`config.mk`:
```
export PLATFORM = sky130hd
export DESIGN_NAME = crc_stream_unit
export DESIGN_NICKNAME = d
export VERILOG_FILES = /design/src/rtl/crc_stream_unit.sv
export SDC_FILE = /design/constraint.sdc
export NUM_CORES = 1
export LEC_CHECK = 0
export CAP_MARGIN = 30
export CORE_MARGIN = 1
export CORE_UTILIZATION = 50
export CTS_CLUSTER_SIZE = 12
export DETAILED_ROUTE_END_ITERATION = 8
export DONT_BUFFER_PORTS = 1
export PLACE_DENSITY = 0.72
export SETUP_SLACK_MARGIN = 0.2
export SLEW_MARGIN = 25
export SYNTH_ARGS = -nofsm -noshare
export SYNTH_HDL_FRONTEND = slang
export SYNTH_SLANG_ARGS = --single-unit
```
`constraint.sdc`:
```
create_clock -name clk -period 2.8 [get_ports clk]
set_input_delay 0.56 -clock clk [delete_from_list [all_inputs] [get_ports clk]]
set_output_delay 0.56 -clock clk [all_outputs]
set_load 0.02 [all_outputs]
```
`src/rtl/crc_stream_unit.sv`:
```
module crc_stream_unit #(
  parameter logic [7:0]  POLY8  = 8'h07,
  parameter logic [15:0] POLY16 = 16'h1021
) (
  input  logic        clk,
  input  logic        rst_n,
  input  logic        poly_sel,
  input  logic        eng_en,
  input  logic        gp_en,
  input  logic        byte_vld,
  input  logic [7:0]  byte_data,
  input  logic        gp_wr,
  input  logic [7:0]  gp_data,
  input  logic        reg_rd,
  input  logic        reg_wr,
  input  logic        ins_en,
  input  logic        byte_swap,
  input  logic        ins_req,
  output logic [15:0] reg_rdata,
  output logic        ins_vld,
  output logic [7:0]  ins_byte,
  output logic        ins_flag
);

  localparam logic [15:0] SEED_WIDE   = 16'hFFFF;
  localparam logic [15:0] SEED_NARROW = 16'h00FF;

  function automatic logic [15:0] step_byte(input logic [15:0] c, input logic [7:0] d,
                                            input logic wide);
    logic [15:0] r;
    logic        fb;
    r = c;
    for (int i = 7; i >= 0; i--) begin
      if (wide) begin
        fb = r[15] ^ d[i];
        r  = {r[14:0], 1'b0} ^ (fb ? POLY16 : 16'h0000);
      end else begin
        fb = r[7] ^ d[i];
        r  = {8'h00, r[6:0], 1'b0} ^ {8'h00, (fb ? POLY8 : 8'h00)};
      end
    end
    return r;
  endfunction

  logic [15:0] crc_q, snap_q;
  logic [1:0]  left_q;
  logic        wide_q, swap_q;

  wire        access = reg_rd | reg_wr;
  wire        feed   = eng_en ? byte_vld : (gp_en & gp_wr);
  wire [7:0]  din    = eng_en ? byte_data : gp_data;
  wire        start  = ins_en & ins_req & (left_q == 2'd0);

  always_ff @(posedge clk) begin
    if (!rst_n)      crc_q <= SEED_WIDE;
    else if (access) crc_q <= poly_sel ? SEED_WIDE : SEED_NARROW;
    else if (feed)   crc_q <= step_byte(crc_q, din, poly_sel);
  end

  always_ff @(posedge clk) begin
    if (!rst_n) begin
      snap_q <= 16'h0000;
      left_q <= 2'd0;
      wide_q <= 1'b0;
      swap_q <= 1'b0;
    end else if (start) begin
      snap_q <= crc_q;
      left_q <= poly_sel ? 2'd2 : 2'd1;
      wide_q <= poly_sel;
      swap_q <= byte_swap;
    end else if (left_q != 2'd0) begin
      left_q <= left_q - 2'd1;
    end
  end

  always_ff @(posedge clk) begin
    if (!rst_n)              ins_flag <= 1'b0;
    else if (left_q == 2'd1) ins_flag <= 1'b1;
    else if (reg_rd)         ins_flag <= 1'b0;
  end

  wire hi_first = ~swap_q;
  wire take_hi  = (left_q == 2'd2) ? hi_first : ~hi_first;

  assign reg_rdata = crc_q;
  assign ins_vld   = (left_q != 2'd0);
  assign ins_byte  = (wide_q && take_hi) ? snap_q[15:8] : snap_q[7:0];


  seed_reload_chk: assert property (@(posedge clk) disable iff (!rst_n)
    (reg_rd || reg_wr) |=> (reg_rdata == ($past(poly_sel) ? SEED_WIDE : SEED_NARROW)));


  gp_ignored_chk: assert property (@(posedge clk) disable iff (!rst_n)
    (eng_en && !byte_vld && !reg_rd && !reg_wr) |=> $stable(reg_rdata));


  no_spurious_ins_chk: assert property (@(posedge clk) disable iff (!rst_n)
    (!ins_vld && !(ins_en && ins_req)) |=> !ins_vld);


  flag_source_chk: assert property (@(posedge clk) disable iff (!rst_n)
    $rose(ins_flag) |-> ($past(ins_vld) && !ins_vld));


  flag_clear_chk: assert property (@(posedge clk) disable iff (!rst_n)
    (reg_rd && !ins_vld) |=> !ins_flag);


  ins_keeps_crc_chk: assert property (@(posedge clk) disable iff (!rst_n)
    (ins_vld && !reg_rd && !reg_wr && !byte_vld && !gp_wr) |=> $stable(reg_rdata));

endmodule

```
==> results of run 1 <==
-- flip-flops by register name, summed over array words and instances (netlist names) --
register	flops
left_q	2
swap_q	1
ins_flag	1
wide_q	1
snap_q	16
reg_rdata	16
-- synth_stat cells (all sizes together) --
cell type	instances
xnor2	36
nor2b	2
xor2	14
o31ai	1
mux2i	10
a21boi	18
ha	3
nand3	11
nand2	63
clkbuf	10
o21a	2
nor3	2
nand3b	1
o21ai	12
buf	2
or2	1
a22oi	1
mux2	8
a21oi	10
nor2	14
o211ai	1
and3	2
and2	1
inv	5
a31oi	1
dfxtp	37
-- critical path, stage by stage, from the launching register on --
cell     delay (ps)
dfxtp_1         370
inv_1            80
ha_1            200
xor2_1          140
nand2_1         270
mux2_2          440
-- metal layers --
layer  routed length, µm  share of wire (%)  up-vias
li1                    -                  -      879
met4                 115                2.3        0
met2                2261                 45       69
met5                   0                  0        -
met3                 445                8.9       10
met1                2151                 43      786
-- cell usage in the layout (no fill, tap or decap), drive strengths merged, types with 10 or more instances in the layout --
cell type | Yosys | routed
nand2 | 63 | 63
mux2i | 10 | 10
a21oi | 10 | 10
xnor2 | 36 | 36
nor2 | 14 | 14
o21ai | 12 | 12
a21boi | 18 | 18
dfxtp | 37 | 37
nand3 | 11 | 11
xor2 | 14 | 14
-- power breakdown --
group | internal [mW] | switching [mW] | total, mW
registers | 0.601 | 0.0861 | 0.687
logic | 0.263 | 0.330 | 0.593
clock network | 0.290 | 0.208 | 0.497
total | 1.15 | 0.624 | 1.78
-- area by class of cell --
class	count	area share, %
multi-input cells	214	60.75
flip-flops and latches	37	30.30
well taps	52	2.661
repair buffers	2	0.6141
clock inverters	2	1.535
inverters	5	0.7677
clock buffers	6	3.378
-- worst min path at each step --
stage | start | endpoint | cells after the start
after global placement | snap_q[13] | snap_q[13] | 2
after floorplan | snap_q[0] | snap_q[0] | 2
after detailed placement | snap_q[5] | snap_q[5] | 2
final | rst_n | reg_rdata[15] | 1
after global routing | rst_n | reg_rdata[15] | 1
after CTS | rst_n | reg_rdata[14] | 1
-- stage by stage --
step / power, mW / cells / setup slack, ps / util [%]
after floorplan: 1.204 / 268 / 639.7 / -
after global placement: 1.277 / 309 / 672.0 / 52.85
after detailed placement: 1.290 / 310 / 682.2 / 53.03
after CTS: 1.788 / 318 / 409.3 / 55.76
after global routing: 1.891 / 318 / 282.2 / 55.76
final: 1.777 / 318 / 441.4 / 55.76
-- cells by family (layout without fill, tap and decap cells) --
logic type      Yosys count  after routing  share of synthesized area [%]
mux                      18             18                          10.08
simple gates             97             97                          17.38
xor+xnor                 50             50                          22.98
compound gates           46             46                          12.58
buf+inv                  17             15                          3.105
flops                    37             37                          32.24
fa+ha+maj                 3              3                          1.634
==> results.json, run 1 <==
{
  "status": "completed",
  "avgSynthCellArea_um2": 8.572,
  "track_usage_pct": 22.11,
  "critPathRequiredTime_ps": 2240,
  "hold_viol_final": 0,
  "max_freq_mhz": 424.0,
  "fillers": 412,
  "clk_pin_slew_ps": 70,
  "multi_input_area_um2": 1485,
  "critPathLaunch": "left_q[0]",
  "vias": 1744,
  "drtIter0Drc": 178,
  "std_cell_rows": 24,
  "arrival_ps": 1800,
  "synth_top_area_share_pct": 32.24,
  "peakVddDrop_mv": 0.4287,
  "ant_nets": 0,
  "hold_path_class": "in -> reg",
  "clk_path_buf_depth": 2,
  "num_io_pins": 54,
  "final_area_um2": 2445,
  "drv_cap": 0,
  "grt.met3_usage_pct": 8.866,
  "clk-insertion-delay-late_ps": 300,
  "core_area_um2": 4384,
  "fin_crit_ps": 2359,
  "grt_pass1_wl_um": 8314,
  "crit_end": "ins_byte[1]",
  "ys_ff_latch": 37,
  "cp-end-kind": "primary output",
  "drt-pass1-iter-count": 4,
  "wirelength_um": 4973,
  "drive_above_1_share_pct": 12.03,
  "initial_core_util_pct": 52.40,
  "place_area_um2": 2325,
  "synth_area_leaders": "dfxtp_1, nand2_1, xnor2_1",
  "p_per_area_nw_per_um2": 727.0,
  "use_met1_pct": 27.79,
  "cts-resized-gates": 0,
  "slew_headroom_pct": 54.31,
  "die_y_um": 69.78,
  "drc": 0,
  "syn2layout_area_growth_pct": 6.427,
  "hpwl_um": 3699,
  "busiest_layer": "met2",
  "gp_congestion": 0.8710,
  "whs_ps": 330.8,
  "htree_levels": 2,
  "setup_viol": 0,
  "diodes": 0,
  "overflow": 0,
  "grt_pass1_vias": 1630,
  "critPathMaxFanout": 8,
  "yosys.area.top_type": "dfxtp_1",
  "root_buffer": "clkbuf_8",
  "slew_violations": 0,
  "worstSetupPathType": "reg -> out",
  "post-route-period-util_pct": 84.23,
  "reg2reg_to": "reg_rdata[4]",
  "rsz0062_at_grt": "false",
  "worst_clock_skew_ps": 4.658,
  "yosysWarnings": 0,
  "regToRegSetupSlack_ps": 950,
  "cts-buffers-inserted": 5,
  "cts.sinks": 37,
  "die_w_um": 69.78,
  "viasPerCell": 5.484,
  "yosysSeqAreaShare_pct": 32.24,
  "dieArea_um2": 4869,
  "synth_area_um2": 2297,
  "synth_fp_nets": 299,
  "max_slew.worst_pin.slew_ps": 683.5,
  "grtUsageMet2_pct": 33.87,
  "grt_max_degree": 33,
  "ctsHoldBuffers": 0,
  "critical_path.reg2reg.startpoint": "reg_rdata[14]",
  "wl_per_cell_um": 15.64,
  "fin_setup_tns_ps": 0,
  "start_kind": "register",
  "synth_cell_types": 31,
  "regArea_um2": 740.7,
  "p_leak_nw": 0.9342,
  "fin_nets": 296,
  "syn_inst": 268,
  "post_cts_buffers": 0,
  "io_buffers": 0,
  "antenna_found_initial": 0,
  "cts_tree": "built",
  "r2r.worst_path.cells": 6
}
Power figures use the tool's default switching activity.
==> inputs of run 2 (changes only) <==
--- a/config.mk
+++ b/config.mk
@@ -11,7 +11,7 @@
 export CTS_CLUSTER_SIZE = 12
 export DETAILED_ROUTE_END_ITERATION = 8
 export DONT_BUFFER_PORTS = 1
-export PLACE_DENSITY = 0.72
+export PLACE_DENSITY = 0.75
 export SETUP_SLACK_MARGIN = 0.2
 export SLEW_MARGIN = 25
 export SYNTH_ARGS = -nofsm -noshare
==> constraint.sdc (replaced) <==
create_clock -name clk -period 2 [get_ports clk]
set_input_delay 0.4 -clock clk [delete_from_list [all_inputs] [get_ports clk]]
set_output_delay 0.4 -clock clk [all_outputs]
set_load 0.02 [all_outputs]
==> results.json, run 2 (synthesized netlist as in run 1, its figures left out) <==
{
  "status": "completed",
  "root_buffer": "clkbuf_8",
  "fin_setup_tns_ps": 0,
  "wl_met2_um": 2301,
  "drive_above_1_share_pct": 23.89,
  "dieArea_um2": 4869,
  "dr_wl_met3_um": 307,
  "antenna_found_initial": 0,
  "regToRegSetupSlack_ps": 390,
  "wirelength_um": 5122,
  "std_cell_rows": 24,
  "die_w_um": 69.78,
  "cts.sinks": 37,
  "clk_path_buf_depth": 2,
  "rsz0062_at_grt": "true",
  "viasPerCell": 5.272,
  "htree_levels": 2,
  "initial_core_util_pct": 52.40,
  "start_kind": "register",
  "post-route-period-util_pct": 97.66,
  "overflow": 0,
  "grt_pass1_vias": 1850,
  "vias": 1819,
  "p_leak_nw": 1.097,
  "die_y_um": 69.78,
  "max_slew.worst_pin.slew_ps": 442.5,
  "p_per_area_nw_per_um2": 915.7,
  "setup_viol": 0,
  "hold_path_class": "in -> reg",
  "cp-end-kind": "primary output",
  "drtIter0Drc": 106,
  "critPathMaxFanout": 7,
  "total_power_mw": 2.493,
  "clk-insertion-delay-late_ps": 290,
  "track_usage_pct": 22.59,
  "fin_crit_ps": 1953,
  "clk_pin_slew_ps": 80,
  "slew_violations": 0,
  "io_buffers": 0,
  "m1WireLength_um": 2405,
  "mostFrequentLayoutCell": "nand2_1",
  "arrival_ps": 1550,
  "peakVddDrop_mv": 0.8203,
  "top_layer_used": "met4",
  "worstSetupPathType": "reg -> out",
  "drt-pass1-iter-count": 5,
  "final_cell_mix": "nand2_1, dfxtp_1, buf_4, xnor2_1, a21boi_0",
  "diodes": 0,
  "drc": 0,
  "num_io_pins": 54,
  "core_area_um2": 4384,
  "cts_tree": "built",
  "cts-buffers-inserted": 5,
  "worst_clock_skew_ps": 4.222,
  "ant_nets": 0,
  "syn2layout_area_growth_pct": 18.52,
  "ctsHoldBuffers": 0,
  "fin_nets": 323,
  "gp_congestion": 0.8817,
  "grt_max_degree": 33,
  "max_freq_mhz": 512.0,
  "hpwl_um": 3749,
  "hold_viol_final": 0,
  "wl_per_cell_um": 14.85,
  "critPathRequiredTime_ps": 1600,
  "slew_headroom_pct": 70.29,
  "drv_cap": 0,
  "grt_pass1_wl_um": 8700
}
run 2: cell count changes in the layout (fill, tap and decap cells not counted), moves of 2 or more:
cell      change
buf_4        +26
clkinv_2      +2
dfxtp_1       -2
dfxtp_2       +2
inv_1         -2
inv_2         +2
mux2_2        -8
mux2_4        +8
xnor2_1       -2
xor2_1        -3
xor2_2        +3
run 2: layer usage:
layer | track usage, % | vias up
met4 | 8.000 | 0
met2 | 37.07 | 53
met5 | 0 | -
met1 | 28.39 | 831
li1 | - | 925
met3 | 6.105 | 10
run 2: path summary, 6_finish.rpt:
kind | startpoint | endpoint | cells past startpoint
max | left_q[0] | ins_byte[2] | 6
min | rst_n | reg_rdata[9] | 1
max reg2reg | reg_rdata[14] | reg_rdata[3] | 6
min reg2reg | snap_q[5] | snap_q[5] | 2
run 2: area by class of cell:
cell class | instances | area [µm²]
Clock buffer | 5 | 68.82
Clock inverter | 3 | 17.52
Fill cell | 371 | 1662
Inverter | 5 | 18.77
Multi-Input combinational cell | 214 | 1579
Sequential cell | 37 | 743.2
Tap cell | 52 | 65.06
Timing Repair Buffer | 29 | 230.2
run 2: critical path, cell delays in order (launching register included):
cell and delay, ps:
dfxtp_2 330, inv_2 70, ha_4 140, xor2_2 140, nand2_2 90, buf_12 150
mux2_4 330
run 2: repair_timing:
item | 4_1_cts | 5_1_grt
pin swaps | 3 | 3
endpoints found under the setup margin | 8 | 11
resized for setup | 14 | 4
setup buffers | 4 | 0
run 2: per-stage QoR:
step / instance area, µm² / cells / utilization [%] / setup slack (ps) / hold slack [ps]
after floorplan: 2332 / 268 / - / 120.6 / 440.0
after global placement: 2524 / 333 / 57.56 / 104.1 / 447.8
after detailed placement: 2524 / 333 / 57.56 / 63.06 / 453.1
after CTS: 2700 / 345 / 61.59 / 24.77 / 175.8
after global routing: 2723 / 345 / 62.10 / -8.370 / 180.0
final: 2723 / 345 / 62.10 / 46.82 / 187.5
run 2: report_power, final:
| part | switching (mW) | internal, mW | leakage, nW |
|---|---|---|---|
| registers | 0.0848 | 0.846 | 0.305 |
| logic | 0.553 | 0.484 | 0.748 |
| clock network | 0.285 | 0.241 | 0.0439 |
| total | 0.923 | 1.57 | 1.10 |
==> inputs of run 3 (changes only) <==
--- a/config.mk
+++ b/config.mk
@@ -5,7 +5,7 @@
 export SDC_FILE = /design/constraint.sdc
 export NUM_CORES = 1
 export LEC_CHECK = 0
-export CAP_MARGIN = 30
+export CAP_MARGIN = 10
 export CORE_MARGIN = 1
 export CORE_UTILIZATION = 50
 export CTS_CLUSTER_SIZE = 12
==> results of run 3 <==
The final DEF is identical to that of run 2; final timing and power are the same.
